**config.mk**
```make
export PLATFORM = sky130hd
export DESIGN_NAME = cap_timer
export DESIGN_NICKNAME = d
export VERILOG_FILES = /design/src/rtl/cap_timer_pkg.sv /design/src/rtl/ct_cap_sync.sv /design/src/rtl/ct_prescaler.sv /design/src/rtl/ct_capture_chan.sv /design/src/rtl/cap_timer.sv
export SDC_FILE = /design/constraint.sdc
export NUM_CORES = 1
export LEC_CHECK = 0
export BUFFER_PORTS_ARGS = -buffer_cell sky130_fd_sc_hd__buf_2
export CORE_MARGIN = 2
export CORE_UTILIZATION = 25
export DETAILED_ROUTE_END_ITERATION = 16
export PLACE_DENSITY = 0.44
export SETUP_SLACK_MARGIN = 0.2
export SLEW_MARGIN = 10
export SYNTH_ARGS = -nofsm -noshare
export SYNTH_HDL_FRONTEND = slang
export SYNTH_SLANG_ARGS = --single-unit
```
**constraint.sdc**
```tcl
create_clock -name clk_i -period 2.7 [get_ports clk_i]
set_clock_uncertainty 0.1 [all_clocks]
set_input_delay 0.54 -clock clk_i [delete_from_list [all_inputs] [get_ports clk_i]]
set_output_delay 0.54 -clock clk_i [all_outputs]
set_load 0.005 [all_outputs]
```
**src/rtl/cap_timer_pkg.sv**
```systemverilog
package cap_timer_pkg;

    typedef enum logic [1:0] {
        EDGE_NONE = 2'b00,
        EDGE_RISE = 2'b01,
        EDGE_FALL = 2'b10,
        EDGE_BOTH = 2'b11
    } edge_sel_e;

    typedef enum logic {
        MODE_TIMER   = 1'b0,
        MODE_COUNTER = 1'b1
    } cnt_mode_e;

endpackage

```
**src/rtl/ct_cap_sync.sv**
```systemverilog
module ct_cap_sync #(
    parameter int NCAP = 3
) (
    input  logic            clk_i,
    input  logic            rst_ni,
    input  logic [NCAP-1:0] raw_i,
    output logic [NCAP-1:0] rise_o,
    output logic [NCAP-1:0] fall_o
);
    typedef struct packed {
        logic [NCAP-1:0] meta;
        logic [NCAP-1:0] stable;
        logic [NCAP-1:0] last;
    } sync_t;

    sync_t s_d, s_q;

    always_comb begin
        s_d        = s_q;
        s_d.meta   = raw_i;
        s_d.stable = s_q.meta;
        s_d.last   = s_q.stable;
        rise_o     = s_q.stable & ~s_q.last;
        fall_o     = ~s_q.stable & s_q.last;
    end

    always_ff @(posedge clk_i or negedge rst_ni) begin
        if (!rst_ni) s_q <= '0;
        else         s_q <= s_d;
    end
endmodule

```
**src/rtl/ct_prescaler.sv**
```systemverilog
module ct_prescaler #(
    parameter int PW = 32
) (
    input  logic          clk_i,
    input  logic          rst_ni,
    input  logic          en_i,
    input  logic          clr_i,
    input  logic          bypass_i,
    input  logic [PW-1:0] max_i,
    output logic [PW-1:0] cnt_o,
    output logic          tick_o
);
    typedef struct packed {
        logic [PW-1:0] cnt;
    } pre_t;

    pre_t p_d, p_q;

    always_comb begin
        p_d    = p_q;
        tick_o = 1'b0;
        if (clr_i || bypass_i) begin
            p_d.cnt = '0;
        end else if (en_i) begin
            if (p_q.cnt == max_i) begin
                p_d.cnt = '0;
                tick_o  = 1'b1;
            end else begin
                p_d.cnt = p_q.cnt + 1'b1;
            end
        end
        cnt_o = p_q.cnt;
    end

    always_ff @(posedge clk_i or negedge rst_ni) begin
        if (!rst_ni) p_q <= '0;
        else         p_q <= p_d;
    end
endmodule

```
**src/rtl/ct_capture_chan.sv**
```systemverilog
module ct_capture_chan #(
    parameter int W = 32
) (
    input  logic         clk_i,
    input  logic         rst_ni,
    input  logic         rise_i,
    input  logic         fall_i,
    input  logic         rise_en_i,
    input  logic         fall_en_i,
    input  logic         irq_en_i,
    input  logic         clr_i,
    input  logic [W-1:0] count_i,
    output logic [W-1:0] val_o,
    output logic         flag_o
);
    typedef struct packed {
        logic [W-1:0] val;
        logic         flag;
    } chan_t;

    chan_t c_d, c_q;
    logic  hit;

    always_comb begin
        c_d = c_q;
        hit = (rise_i & rise_en_i) | (fall_i & fall_en_i);
        if (hit) c_d.val = count_i;
        // an arriving event outranks a clear in the same cycle
        c_d.flag = (c_q.flag & ~clr_i) | (hit & irq_en_i);
        val_o    = c_q.val;
        flag_o   = c_q.flag;
    end

    always_ff @(posedge clk_i or negedge rst_ni) begin
        if (!rst_ni) c_q <= '0;
        else         c_q <= c_d;
    end
endmodule

```
**src/rtl/cap_timer.sv**
```systemverilog
module cap_timer
    import cap_timer_pkg::*;
#(
    parameter  int W     = 32,
    parameter  int PW    = 32,
    parameter  int NCAP  = 3,
    localparam int SRC_W = (NCAP > 1) ? $clog2(NCAP + 1) : 1
) (
    input  logic                     clk_i,
    input  logic                     rst_ni,
    input  logic                     en_i,
    input  logic                     cnt_rst_i,
    input  logic                     cnt_mode_i,
    input  logic [SRC_W-1:0]         cnt_src_i,
    input  logic [1:0]               cnt_edge_i,
    input  logic [PW-1:0]            presc_max_i,
    input  logic [NCAP-1:0]          cap_in_i,
    input  logic [NCAP-1:0]          cap_rise_en_i,
    input  logic [NCAP-1:0]          cap_fall_en_i,
    input  logic [NCAP-1:0]          cap_irq_en_i,
    input  logic [NCAP-1:0]          irq_clr_i,
    output logic [W-1:0]             count_o,
    output logic [PW-1:0]            presc_o,
    output logic [NCAP-1:0][W-1:0]   cap_val_o,
    output logic [NCAP-1:0]          irq_o
);
    typedef struct packed {
        logic [W-1:0] count;
    } top_t;

    top_t            t_d, t_q;
    cnt_mode_e       mode;
    edge_sel_e       edge_sel;
    logic [NCAP-1:0] rise, fall;
    logic            tick, src_rise, src_fall, ext_hit;

    assign mode     = cnt_mode_e'(cnt_mode_i);
    assign edge_sel = edge_sel_e'(cnt_edge_i);

    ct_cap_sync #(.NCAP(NCAP)) i_sync (
        .clk_i  (clk_i),
        .rst_ni (rst_ni),
        .raw_i  (cap_in_i),
        .rise_o (rise),
        .fall_o (fall)
    );

    ct_prescaler #(.PW(PW)) i_presc (
        .clk_i    (clk_i),
        .rst_ni   (rst_ni),
        .en_i     (en_i),
        .clr_i    (cnt_rst_i),
        .bypass_i (mode == MODE_COUNTER),
        .max_i    (presc_max_i),
        .cnt_o    (presc_o),
        .tick_o   (tick)
    );

    for (genvar g = 0; g < NCAP; g++) begin : g_chan
        ct_capture_chan #(.W(W)) i_chan (
            .clk_i     (clk_i),
            .rst_ni    (rst_ni),
            .rise_i    (rise[g]),
            .fall_i    (fall[g]),
            .rise_en_i (cap_rise_en_i[g]),
            .fall_en_i (cap_fall_en_i[g]),
            .irq_en_i  (cap_irq_en_i[g]),
            .clr_i     (irq_clr_i[g]),
            .count_i   (t_q.count),
            .val_o     (cap_val_o[g]),
            .flag_o    (irq_o[g])
        );
    end

    always_comb begin
        src_rise = 1'b0;
        src_fall = 1'b0;
        for (int i = 0; i < NCAP; i++) begin
            if (cnt_src_i == SRC_W'(i)) begin
                src_rise = rise[i];
                src_fall = fall[i];
            end
        end
        unique case (edge_sel)
            EDGE_RISE: ext_hit = src_rise;
            EDGE_FALL: ext_hit = src_fall;
            EDGE_BOTH: ext_hit = src_rise | src_fall;
            default:   ext_hit = 1'b0;
        endcase

        t_d = t_q;
        if (cnt_rst_i) begin
            t_d.count = '0;
        end else if (en_i) begin
            if ((mode == MODE_TIMER && tick) || (mode == MODE_COUNTER && ext_hit))
                t_d.count = t_q.count + 1'b1;
        end
        count_o = t_q.count;
    end

    always_ff @(posedge clk_i or negedge rst_ni) begin
        if (!rst_ni) t_q <= '0;
        else         t_q <= t_d;
    end
endmodule

```
==> results.yml, run 1 <==
setup_path:
  start_kind: "flop"
  reg2regPathDepth: 8
  endpoint: "count_o[11]"
  ff2ff_setup_slack_ns: 0.24
  crit_path_max_fanout: 46
  cp.required_ns: 2.95
  worstPathArrival_ns: 2.71
  cp-end-kind: "flop"
  critPathKind: "reg -> reg"
  worstReg2RegStart: "i_presc.cnt_o[14]"
  reg_to_reg_endpoint: "count_o[11]"
  crit_path_start: "i_presc.cnt_o[14]"
timing:
  totalNegativeSetupSlack_ns: 0
  fin_crit_sh_pct: 91.06
  worstMarginPinSlew_ns: 0.6996
  setup_ws_ns: 0.2415
  hold_violations: 0
  min_period_ns: 2.459
  final-max-slew-violation-count: 0
  worst_slew_margin_rel_pct: 53.36
  grt_setup_unrepaired: "yes"
  setup_viol_count_final: 0
  maxClockFrequency_mhz: 406.7
global_routing:
  grt_overflow: 0
  grt_pass1_wl_um: 36650
  number_of_antenna_violations_at_the_first_check_in_global_routing: 3
  grt_pass1_vias: 6214
  pin_count_of_the_biggest_net_entering_global_routing: 62
  global_route.usage.total_pct: 14.27
detailed_routing:
  drt_iter0_drc: 292
  drt_drc_violations_left: 0
  postRouteAntennaNets: 0
  route.detailed.wl_per_inst_um: 17.00
  top_layer_used: "met5"
  met3_length_um: 1422
  wl_met2_um: 11230
  routed_via_count_divided_by_cell_count: 4.649
  wl_met1_um: 10380
  drt_wl_total_um: 23170
  route.vias.total: 6337
  drt_pre_antenna_iters: 4
synth:
  post_synth_arst_share_pct: 100.0
  post_synth_fa_ha_maj_area_fraction_pct: 0.3168
  syn_nets: 751
  postSynthCellCount: 693
  ys.warnings.count: 0
  synth_simple_gate_area_share_pct: 14.79
  synth_enable_flop_cells: 0
  fraction_of_the_mapped_netlist_area_in_compound_gates_pct: 9.645
  synth_largest_type_area_fraction_pct: 54.48
  yosysTopAreaCell: "dfrtp_1"
  synth.distinct_cells: 46
  yosys.cell_count.top_type: "dfrtp_1"
  synth.ff_latch_count: 172
  top_cell_types_by_occurrence_after_synthesis: "dfrtp_1 (172), mux2_2 (97), nand2_1 (51), a21oi_1 (50), xnor2_1 (32)"
  syn_avg_cell_area_um2: 11.40
  yosys-mux-area-fraction_pct: 14.08
  synth-xor-area-share_pct: 3.659
  netlist_area_um2: 7900
  seq_area_frac_synth_pct: 54.48
  synth_top_family_by_area: "simple AND/OR/NAND/NOR gates"
  synth_flop_cell: "dfrtp_1"
  netlist_top_cells_area: "dfrtp_1 (54%), mux2_2 (14%), xnor2_1 (3.5%), a21oi_1 (3.2%), nand2_1 (2.4%)"
floorplan:
  boundaryPins: 219
  standard_cell_rows: 65
  dieHeight_um: 181.8
  floorplan.initialDensity_pct: 25.23
  die_area_um2: 33040
  core_area_um2: 31310
  die_width_um: 181.8
power:
  seq_power_share_pct: 48.3
  vdd_ir_drop_max_mv: 0.4131
  p_sw_share_pct: 25.19
  clkPwrFrac_pct: 45.8
  pwr_density_cell_nw_per_um2: 513.2
  cellInternalPower_mw: 4.027
  p_sw_mw: 1.356
  combinational_power_share_pct: 5.9
  power.total_mw: 5.383
  leakage_nw: 5.184
clock_network:
  clock-root-buffer: "clkbuf_16"
  tritoncts_num_sinks: 172
  h-tree-depth: 4
  cts_made_buffers: 17
  clk_transition_reported_paths_ns: 0.08
  worst_skew_pair.late_latency_ns: 0.44
  clockBufferDepth: 2
  cts_tree: "done"
finish:
  layoutNonFillerInstCount: 1363
  postLayoutCoreUtil_pct: 33.50
  fillerInstances: 3210
  areaGrowthSynthToFinish_pct: 32.77
  drive_above_1_share_pct: 44.63
  finalNetCount: 1004
placed_design:
  numPlacedInstances: 1322
  port_buffers: 218
  place_ws_ns: 0.03607
  detailedPlacementHpwl_um: 16260
  finalWeightedCongestion: 0.7318
min_path:
  holdCritPathClass: "in -> reg"
outcome:
  run_status: "complete, no violations"
run:
  drv_cap: 0
==> final cells by class <==
type	count	area [um^2]	share of cell area (%)
Tap cell	402	503.0	4.795
Multi-Input combinational cell	471	3427	32.67
Inverter	8	30.03	0.2863
Clock buffer	17	425.4	4.056
Clock inverter	15	157.7	1.503
Sequential cell	172	4318	41.17
Antenna cell	2	5.005	0.04772
Timing Repair Buffer	276	1623	15.47
==> timing repair <==
| action | 4_1_cts | 5_1_grt |
|---|---|---|
| cloned | 0 | 0 |
| pin swaps | 2 | 2 |
| setup buffers | 3 | 3 |
| resized for setup | 7 | 6 |
| hold buffers | 1 | 0 |
| endpoints found under the setup margin | 19 | 25 |
| hold endpoints to repair | 39 | 0 |
==> per-layer routing <==
| layer | track usage, % | vias to the layer above |
|---|---|---|
| li1 | - | 3035 |
| met1 | 18.56 | 3102 |
| met2 | 23.94 | 186 |
| met3 | 3.891 | 12 |
| met4 | 2.732 | 2 |
| met5 | 0 | - |
==> cell families (layout without fill, tap and decap cells) <==
logic type	after synthesis	after routing
flops	172	172
xor+xnor	33	33
mux	99	99
other cells	0	2
fa+ha+maj	2	2
simple gates	209	209
compound gates	128	128
buf+inv	50	316
==> through the flow <==
stage	hold slack, ns	cell area, um^2
final	0.1066	10490
after global placement	0.2352	9816
after CTS	0.07504	10450
after detailed placement	0.2379	9816
after floorplan	0.1444	7900
after global routing	0.07390	10490
==> flip-flops by register name, summed over array words and instances (netlist names) <==
register,flops
g_chan.i_chan.val_o,96
g_chan.i_chan.flag_o,3
i_presc.cnt_o,32
i_sync.s_d,6
count_o,32
i_sync.s_q,3
==> critical path: stages (launching register included) <==
cell     delay, ns
dfrtp_2       0.47
xnor2_1       0.17
nand4_1       0.14
nor4_2        0.34
buf_4         0.18
a31oi_4       0.09
buf_12        0.20
or4b_1        0.52
a21oi_1       0.15
==> placed cells by master (no fill, tap or decap), types with 3 or more instances in the layout <==
master and n:
o31ai_1 12, o21ai_0 26, a41oi_1 3, buf_2 217
buf_4 50, nor2_1 19, nand2b_1 9, nand2_1 51
xnor2_1 31, inv_6 7, or3_1 19, o21ai_4 3
or4b_1 3, clkbuf_16 17, a22o_1 5, and3_1 9
a21o_1 6, nand3b_1 11, buf_12 7, or4_1 12
dfrtp_1 161, mux2_2 97, or3b_2 3, nand3_1 31
dfrtp_2 11, a31oi_1 17, inv_1 8, nor3_1 9
nand4_1 21, a21oi_1 49
==> how the worst min path moves through the flow <==
| stage | to | cells past startpoint | slack (ns) | from |
|---|---|---|---|---|
| global placement | i_sync.s_d[2] | 0 | 0.24 | i_sync.s_d[5] |
| finish | i_sync.s_d[4] | 1 | 0.11 | cap_in_i[1] |
| detailed placement | i_sync.s_d[2] | 0 | 0.24 | i_sync.s_d[5] |
| global route | i_sync.s_d[4] | 1 | 0.07 | cap_in_i[1] |
| floorplan | count_o[0] | 0 | 0.14 | rst_ni |
| CTS | i_sync.s_d[4] | 1 | 0.08 | cap_in_i[1] |
==> power groups by stage <==
stage | Combinational [mW] | Clock [mW] | Sequential [mW]
6_report | 0.317 | 2.47 | 2.60
5_1_grt | 0.353 | 2.67 | 2.60
4_1_cts | 0.331 | 2.56 | 2.60
3_5_place_dp | 0.328 | 0 | 2.65
3_3_place_gp | 0.325 | 0 | 2.65
2_1_floorplan | 0.143 | 0 | 2.65
No activity file was read; power rests on OpenSTA's default activity.
==> inputs of run 2 (changes only) <==
CELL_PAD_IN_SITES_DETAIL_PLACEMENT = 0   (was not set)
CELL_PAD_IN_SITES_GLOBAL_PLACEMENT = 1   (was not set)
CTS_CLUSTER_DIAMETER = 50   (was not set)
PLACE_DENSITY = 0.54   (was 0.44)
==> run 2 against run 1 <==
Against the previous run: combinational power increased by 3%; critical path depth unchanged; setup slack improved by 0.0097 ns; first-iteration DRC count increased by 7.9%; largest power group unchanged; highest routed layer unchanged.
==> results.yml, run 2 (same netlist as run 1, synthesis figures left out) <==
global_routing:
  grt_pass1_vias: 6232
  global_route.usage.total_pct: 14.32
  number_of_antenna_violations_at_the_first_check_in_global_routing: 2
  grt_pass1_wl_um: 36570
  pin_count_of_the_biggest_net_entering_global_routing: 65
  grt_overflow: 0
setup_path:
  reg2regPathDepth: 8
  endpoint: "count_o[11]"
  crit_path_start: "i_presc.cnt_o[13]"
  crit_path_max_fanout: 10
  start_kind: "flop"
  worstPathArrival_ns: 2.70
  worstReg2RegStart: "i_presc.cnt_o[13]"
  cp-end-kind: "flop"
  critPathKind: "reg -> reg"
  cp.required_ns: 2.95
  reg_to_reg_endpoint: "count_o[11]"
  ff2ff_setup_slack_ns: 0.25
detailed_routing:
  routed_via_count_divided_by_cell_count: 4.728
  drt_wl_total_um: 23860
  drt_pre_antenna_iters: 4
  postRouteAntennaNets: 0
  route.detailed.wl_per_inst_um: 17.33
  drt_iter0_drc: 315
  drt_drc_violations_left: 0
  route.vias.total: 6511
finish:
  largest_register_ffs: 96
  drive_above_1_share_pct: 47.38
  finalNetCount: 1020
  final_common_cell: "buf_2"
  multi_input_comb_area_um2: 3501
  highest_count_cells_in_the_layout_ignoring_fill_and_taps: "buf_2 (217), dfrtp_1 (157), mux2_2 (97), buf_4 (66), nand2_1 (51)"
  fillerInstances: 3196
  register_area_um2: 4323
  areaGrowthSynthToFinish_pct: 35.81
  antenna-diode-count: 0
power:
  cellInternalPower_mw: 4.242
  p_sw_mw: 1.291
  combinational_power_share_pct: 5.9
  clkPwrFrac_pct: 47.1
  pwr_density_cell_nw_per_um2: 515.7
  p_sw_share_pct: 23.33
  vdd_ir_drop_max_mv: 0.4238
  seq_power_share_pct: 47.0
  leakage_nw: 5.321
placed_design:
  detailedPlacementHpwl_um: 16510
  port_buffers: 218
  finalWeightedCongestion: 0.7434
timing:
  min_period_ns: 2.449
  maxClockFrequency_mhz: 408.4
  worst_slew_margin_rel_pct: 64.80
  grt_setup_unrepaired: "yes"
  final-max-slew-violation-count: 0
  totalNegativeSetupSlack_ns: 0
  hold_violations: 0
  worstMarginPinSlew_ns: 0.5279
  setup_viol_count_final: 0
  whs_ns: 0.1159
  fin_crit_sh_pct: 90.70
floorplan:
  floorplan.initialDensity_pct: 25.23
  dieHeight_um: 181.8
  standard_cell_rows: 65
  die_width_um: 181.8
  core_area_um2: 31310
  boundaryPins: 219
  die_area_um2: 33040
clock_network:
  h-tree-depth: 4
  cts_made_buffers: 17
  tritoncts_num_sinks: 172
  clk_transition_reported_paths_ns: 0.08
  clock-root-buffer: "clkbuf_16"
  cts_tree: "done"
  worst_skew_pair.late_latency_ns: 0.43
  clockBufferDepth: 2
min_path:
  holdCritPathClass: "in -> reg"
outcome:
  run_status: "complete, no violations"
run:
  drv_cap: 0
==> run 2: worst min-delay path by stage <==
stage	from	end	depth (start not counted)	slack [ns]
6_report	cap_in_i[1]	i_sync.s_d[4]	1	0.12
5_1_grt	cap_in_i[1]	i_sync.s_d[4]	1	0.08
4_1_cts	cap_in_i[1]	i_sync.s_d[4]	1	0.09
3_5_place_dp	i_sync.s_d[3]	i_sync.s_d[0]	0	0.24
3_3_place_gp	i_sync.s_d[5]	i_sync.s_d[2]	0	0.23
2_1_floorplan	rst_ni	count_o[0]	0	0.14
==> run 2: power groups by stage <==
stage	clock [mW]	combinational (mW)	sequential [mW]
2_1_floorplan	0	0.143	2.65
3_3_place_gp	0	0.319	2.65
3_5_place_dp	0	0.320	2.65
4_1_cts	2.71	0.324	2.60
5_1_grt	2.81	0.362	2.60
6_report	2.60	0.325	2.60
==> run 2: layout make-up <==
class,count,share of cell area (%)
clock inverter,13,1.504
sequential,172,40.29
inverter,8,0.2799
clock buffer,19,4.222
tap,402,4.688
timing repair buffer,292,16.38
multi-input combinational,471,32.63
==> run 2: worst max-delay path, stage by stage (launching register included) <==
cell and delay, ns:
dfrtp_2 0.44, xnor2_1 0.15, nand4_1 0.16, nor4_2 0.30
buf_4 0.17, a31oi_4 0.17, clkbuf_16 0.23, or4b_1 0.49
a21oi_1 0.14
==> run 2: metal layers <==
metal	track usage [%]	vias to the layer above	wire length (um)
li1	-	3073	-
met1	19.02	3200	11010
met2	23.25	220	11160
met3	3.871	16	1462
met4	3.382	2	221
met5	0	-	7
==> run 2: repair_timing <==
| action | 4_1_cts | 5_1_grt |
|---|---|---|
| setup buffers | 0 | 18 |
| hold endpoints to repair | 12 | 0 |
| pin swaps | 0 | 18 |
| endpoints found under the setup margin | 20 | 27 |
| gates resized for setup | 4 | 25 |
| hold buffers | 1 | 0 |
| cloned | 0 | 3 |
==> run 2: per-stage QoR <==
step                      instances  utilization (%)  total power [mW]  setup WS, ns  cell area [um^2]
after floorplan                 693                -             2.793        0.4366              7900
after global placement         1323            31.27             2.972       0.01021              9791
after detailed placement       1323            31.27             2.972       0.01570              9791
after CTS                      1356            33.34             5.636        0.2221             10440
after global routing           1377            34.27             5.779        0.1600             10730
final                          1377            34.27             5.533        0.2511             10730
==> inputs of run 3 (changes only) <==
ABC_AREA = 1   (was not set)
PLACE_DENSITY = 0.56   (was 0.54)
==> run 3 against run 2 <==
Against the previous run: largest power group unchanged; wire length grew 30%; register-to-register slack improved by 0.25 ns; utilization decreased by 2.3 points; critical endpoint is now count_o[26]; count of clock-buffer cells in the layout decreased by 2; highest routed layer is now met4; critical path type unchanged; critical path depth increased by 2.
==> results.yml, run 3 <==
setup_path:
  reg2regPathDepth: 10
  critPathKind: "reg -> reg"
  start_kind: "flop"
  crit_path_max_fanout: 6
  cp-end-kind: "flop"
  cp.required_ns: 2.94
  worstPathArrival_ns: 2.44
floorplan:
  dieHeight_um: 190.8
  die_width_um: 190.8
  die_area_um2: 36390
  standard_cell_rows: 68
  boundaryPins: 219
  core_area_um2: 34460
  floorplan.initialDensity_pct: 25.31
min_path:
  worst_hold_path.num_cells: 1
  holdCritPathClass: "in -> reg"
placed_design:
  placed_cell_area_um2: 10410
  detailedPlacementHpwl_um: 23410
  place_ws_ns: 0.4095
  numPlacedInstances: 1739
  port_buffers: 218
  finalWeightedCongestion: 0.8401
global_routing:
  global_route.usage.total_pct: 17.42
  number_of_antenna_violations_at_the_first_check_in_global_routing: 0
  pin_count_of_the_biggest_net_entering_global_routing: 61
  grt_overflow: 0
  grt_pass1_wl_um: 47470
  grt_pass1_vias: 7680
detailed_routing:
  route.vias.total: 7899
  drt_iter0_drc: 469
  drt_pre_antenna_iters: 5
  routed_via_count_divided_by_cell_count: 4.458
  postRouteAntennaNets: 0
  drt_wl_total_um: 31130
  drt_drc_violations_left: 0
  route.detailed.wl_per_inst_um: 17.57
finish:
  final_area_um2: 11020
  fillerInstances: 3773
  highest_count_cells_in_the_layout_ignoring_fill_and_taps: "nand2_1 (268), buf_2 (217), nor2_1 (174), dfrtp_1 (172), inv_1 (98)"
  final_common_cell: "nand2_1"
  largest_register_ffs: 96
  layoutNonFillerInstCount: 1772
  areaGrowthSynthToFinish_pct: 26.38
  antenna-diode-count: 0
  multi_input_comb_area_um2: 3845
  register_area_um2: 4304
  finalNetCount: 1362
  drive_above_1_share_pct: 23.61
clock_network:
  cts_tree: "done"
  clock-root-buffer: "clkbuf_16"
  postCtsSetupRepairBufs: 0
  tritoncts_num_sinks: 172
  h-tree-depth: 4
  clockBufferDepth: 2
  clk_transition_reported_paths_ns: 0.07
  cts_made_buffers: 17
  worst_skew_pair.late_latency_ns: 0.45
timing:
  totalNegativeSetupSlack_ns: 0
  worst_slew_margin_rel_pct: 58.99
  worstMarginPinSlew_ns: 0.6144
  min_period_ns: 2.200
  fin_crit_sh_pct: 81.50
  setup_ws_ns: 0.4995
  maxClockFrequency_mhz: 454.4
  grt_setup_unrepaired: "no"
  setup_viol_count_final: 0
  final-max-slew-violation-count: 0
  hold_violations: 0
synth:
  syn_nets: 1145
  postSynthCellCount: 1087
  ys.warnings.count: 0
  netlist_area_um2: 8721
  yosys.cell_count.top_type: "nand2_1"
  synth_largest_type_area_fraction_pct: 49.35
  post_synth_arst_share_pct: 100.0
  synth_flop_cell: "dfrtp_1"
  synth.distinct_cells: 29
  top_cell_types_by_occurrence_after_synthesis: "nand2_1 (271), nor2_1 (174), dfrtp_1 (172), inv_1 (98), a21oi_1 (75)"
  syn_avg_cell_area_um2: 8.023
  netlist_top_cells_area: "dfrtp_1 (49%), nand2_1 (12%), nor2_1 (7.5%), a21oi_1 (4.3%), inv_1 (4.2%)"
  synth.ff_latch_count: 172
  yosysTopAreaCell: "dfrtp_1"
  synth_enable_flop_cells: 0
  seq_area_frac_synth_pct: 49.35
power:
  vdd_ir_drop_max_mv: 0.4784
  pwr_density_cell_nw_per_um2: 562.4
  leakage_nw: 5.373
run:
  drv_cap: 0
outcome:
  run_status: "complete, no violations"
[run 3: what timing repair did]
action | in CTS | in global routing
hold buffers | 1 | 0
resized for setup | 0 | 0
endpoints found under the hold margin | 35 | 0
[run 3: worst paths after layout]
path	from	to	slack, ns
max	count_o[0]	count_o[26]	0.50
min	cap_in_i[2]	i_sync.s_d[5]	0.10
max reg2reg	count_o[0]	count_o[26]	0.50
min reg2reg	i_sync.s_d[5]	i_sync.s_d[2]	0.25
max in group asynchronous	rst_ni	i_presc.cnt_o[5]	1.33
min in group asynchronous	rst_ni	g_chan[0].i_chan.val_o[7]	0.48
[run 3: worst max-delay path: stages (launching register included)]
cell	delay (ns)
dfrtp_1	0.48
ha_1	0.28
nand2_1	0.10
nor2_2	0.25
nand2_1	0.23
nor2_1	0.25
nand2_1	0.11
xor2_1	0.13
nor2_1	0.05
nand2_1	0.07
nand2_1	0.06
[run 3: cell type report]
class	count	share of cell area [%]
Inverter	100	3.406
Multi-Input combinational cell	773	34.88
Tap cell	455	5.165
Clock inverter	15	1.589
Clock buffer	17	3.860
Timing Repair Buffer	240	12.04
Sequential cell	172	39.05
[run 3: cell families (layout without fill, tap and decap cells)]
family	Yosys count	after routing	share of synthesized area [%]
adder cells (fa/ha/maj)	2	2	0.2869
flip-flops	172	172	49.35
AO/OA/AOI/OAI	108	108	6.399
multiplexers	24	24	3.099
XOR/XNOR	58	58	5.825
AND/OR/NAND/NOR	581	581	28.39
buffers and inverters	142	372	6.643
[run 3: metal layers]
metal / vias to the layer above / track usage, % / wire, um
li1: 3943 / - / -
met1: 3724 / 24.99 / 15310
met2: 203 / 26.73 / 13790
met3: 29 / 2.889 / 1476
met4: 0 / 5.247 / 556
met5: - / 0 / 0
[run 3: power by group]
group | leakage [nW] | total, mW | internal [mW] | switching (mW)
registers | 2.24 | 2.87 | 2.77 | 0.107
logic | 2.84 | 0.732 | 0.301 | 0.431
clock network | 0.292 | 2.59 | 1.40 | 1.19
total | 5.37 | 6.20 | 4.47 | 1.73
[run 3: metrics by stage]
stage               util, %  power [mW]  hold WS [ns]
floorplan                 -       3.231        0.1444
global placement      30.21       3.670        0.2366
detailed placement    30.21       3.681        0.2449
CTS                   31.99       6.319       0.07348
global route          31.99       6.520       0.07891
finish                31.99       6.198        0.1014
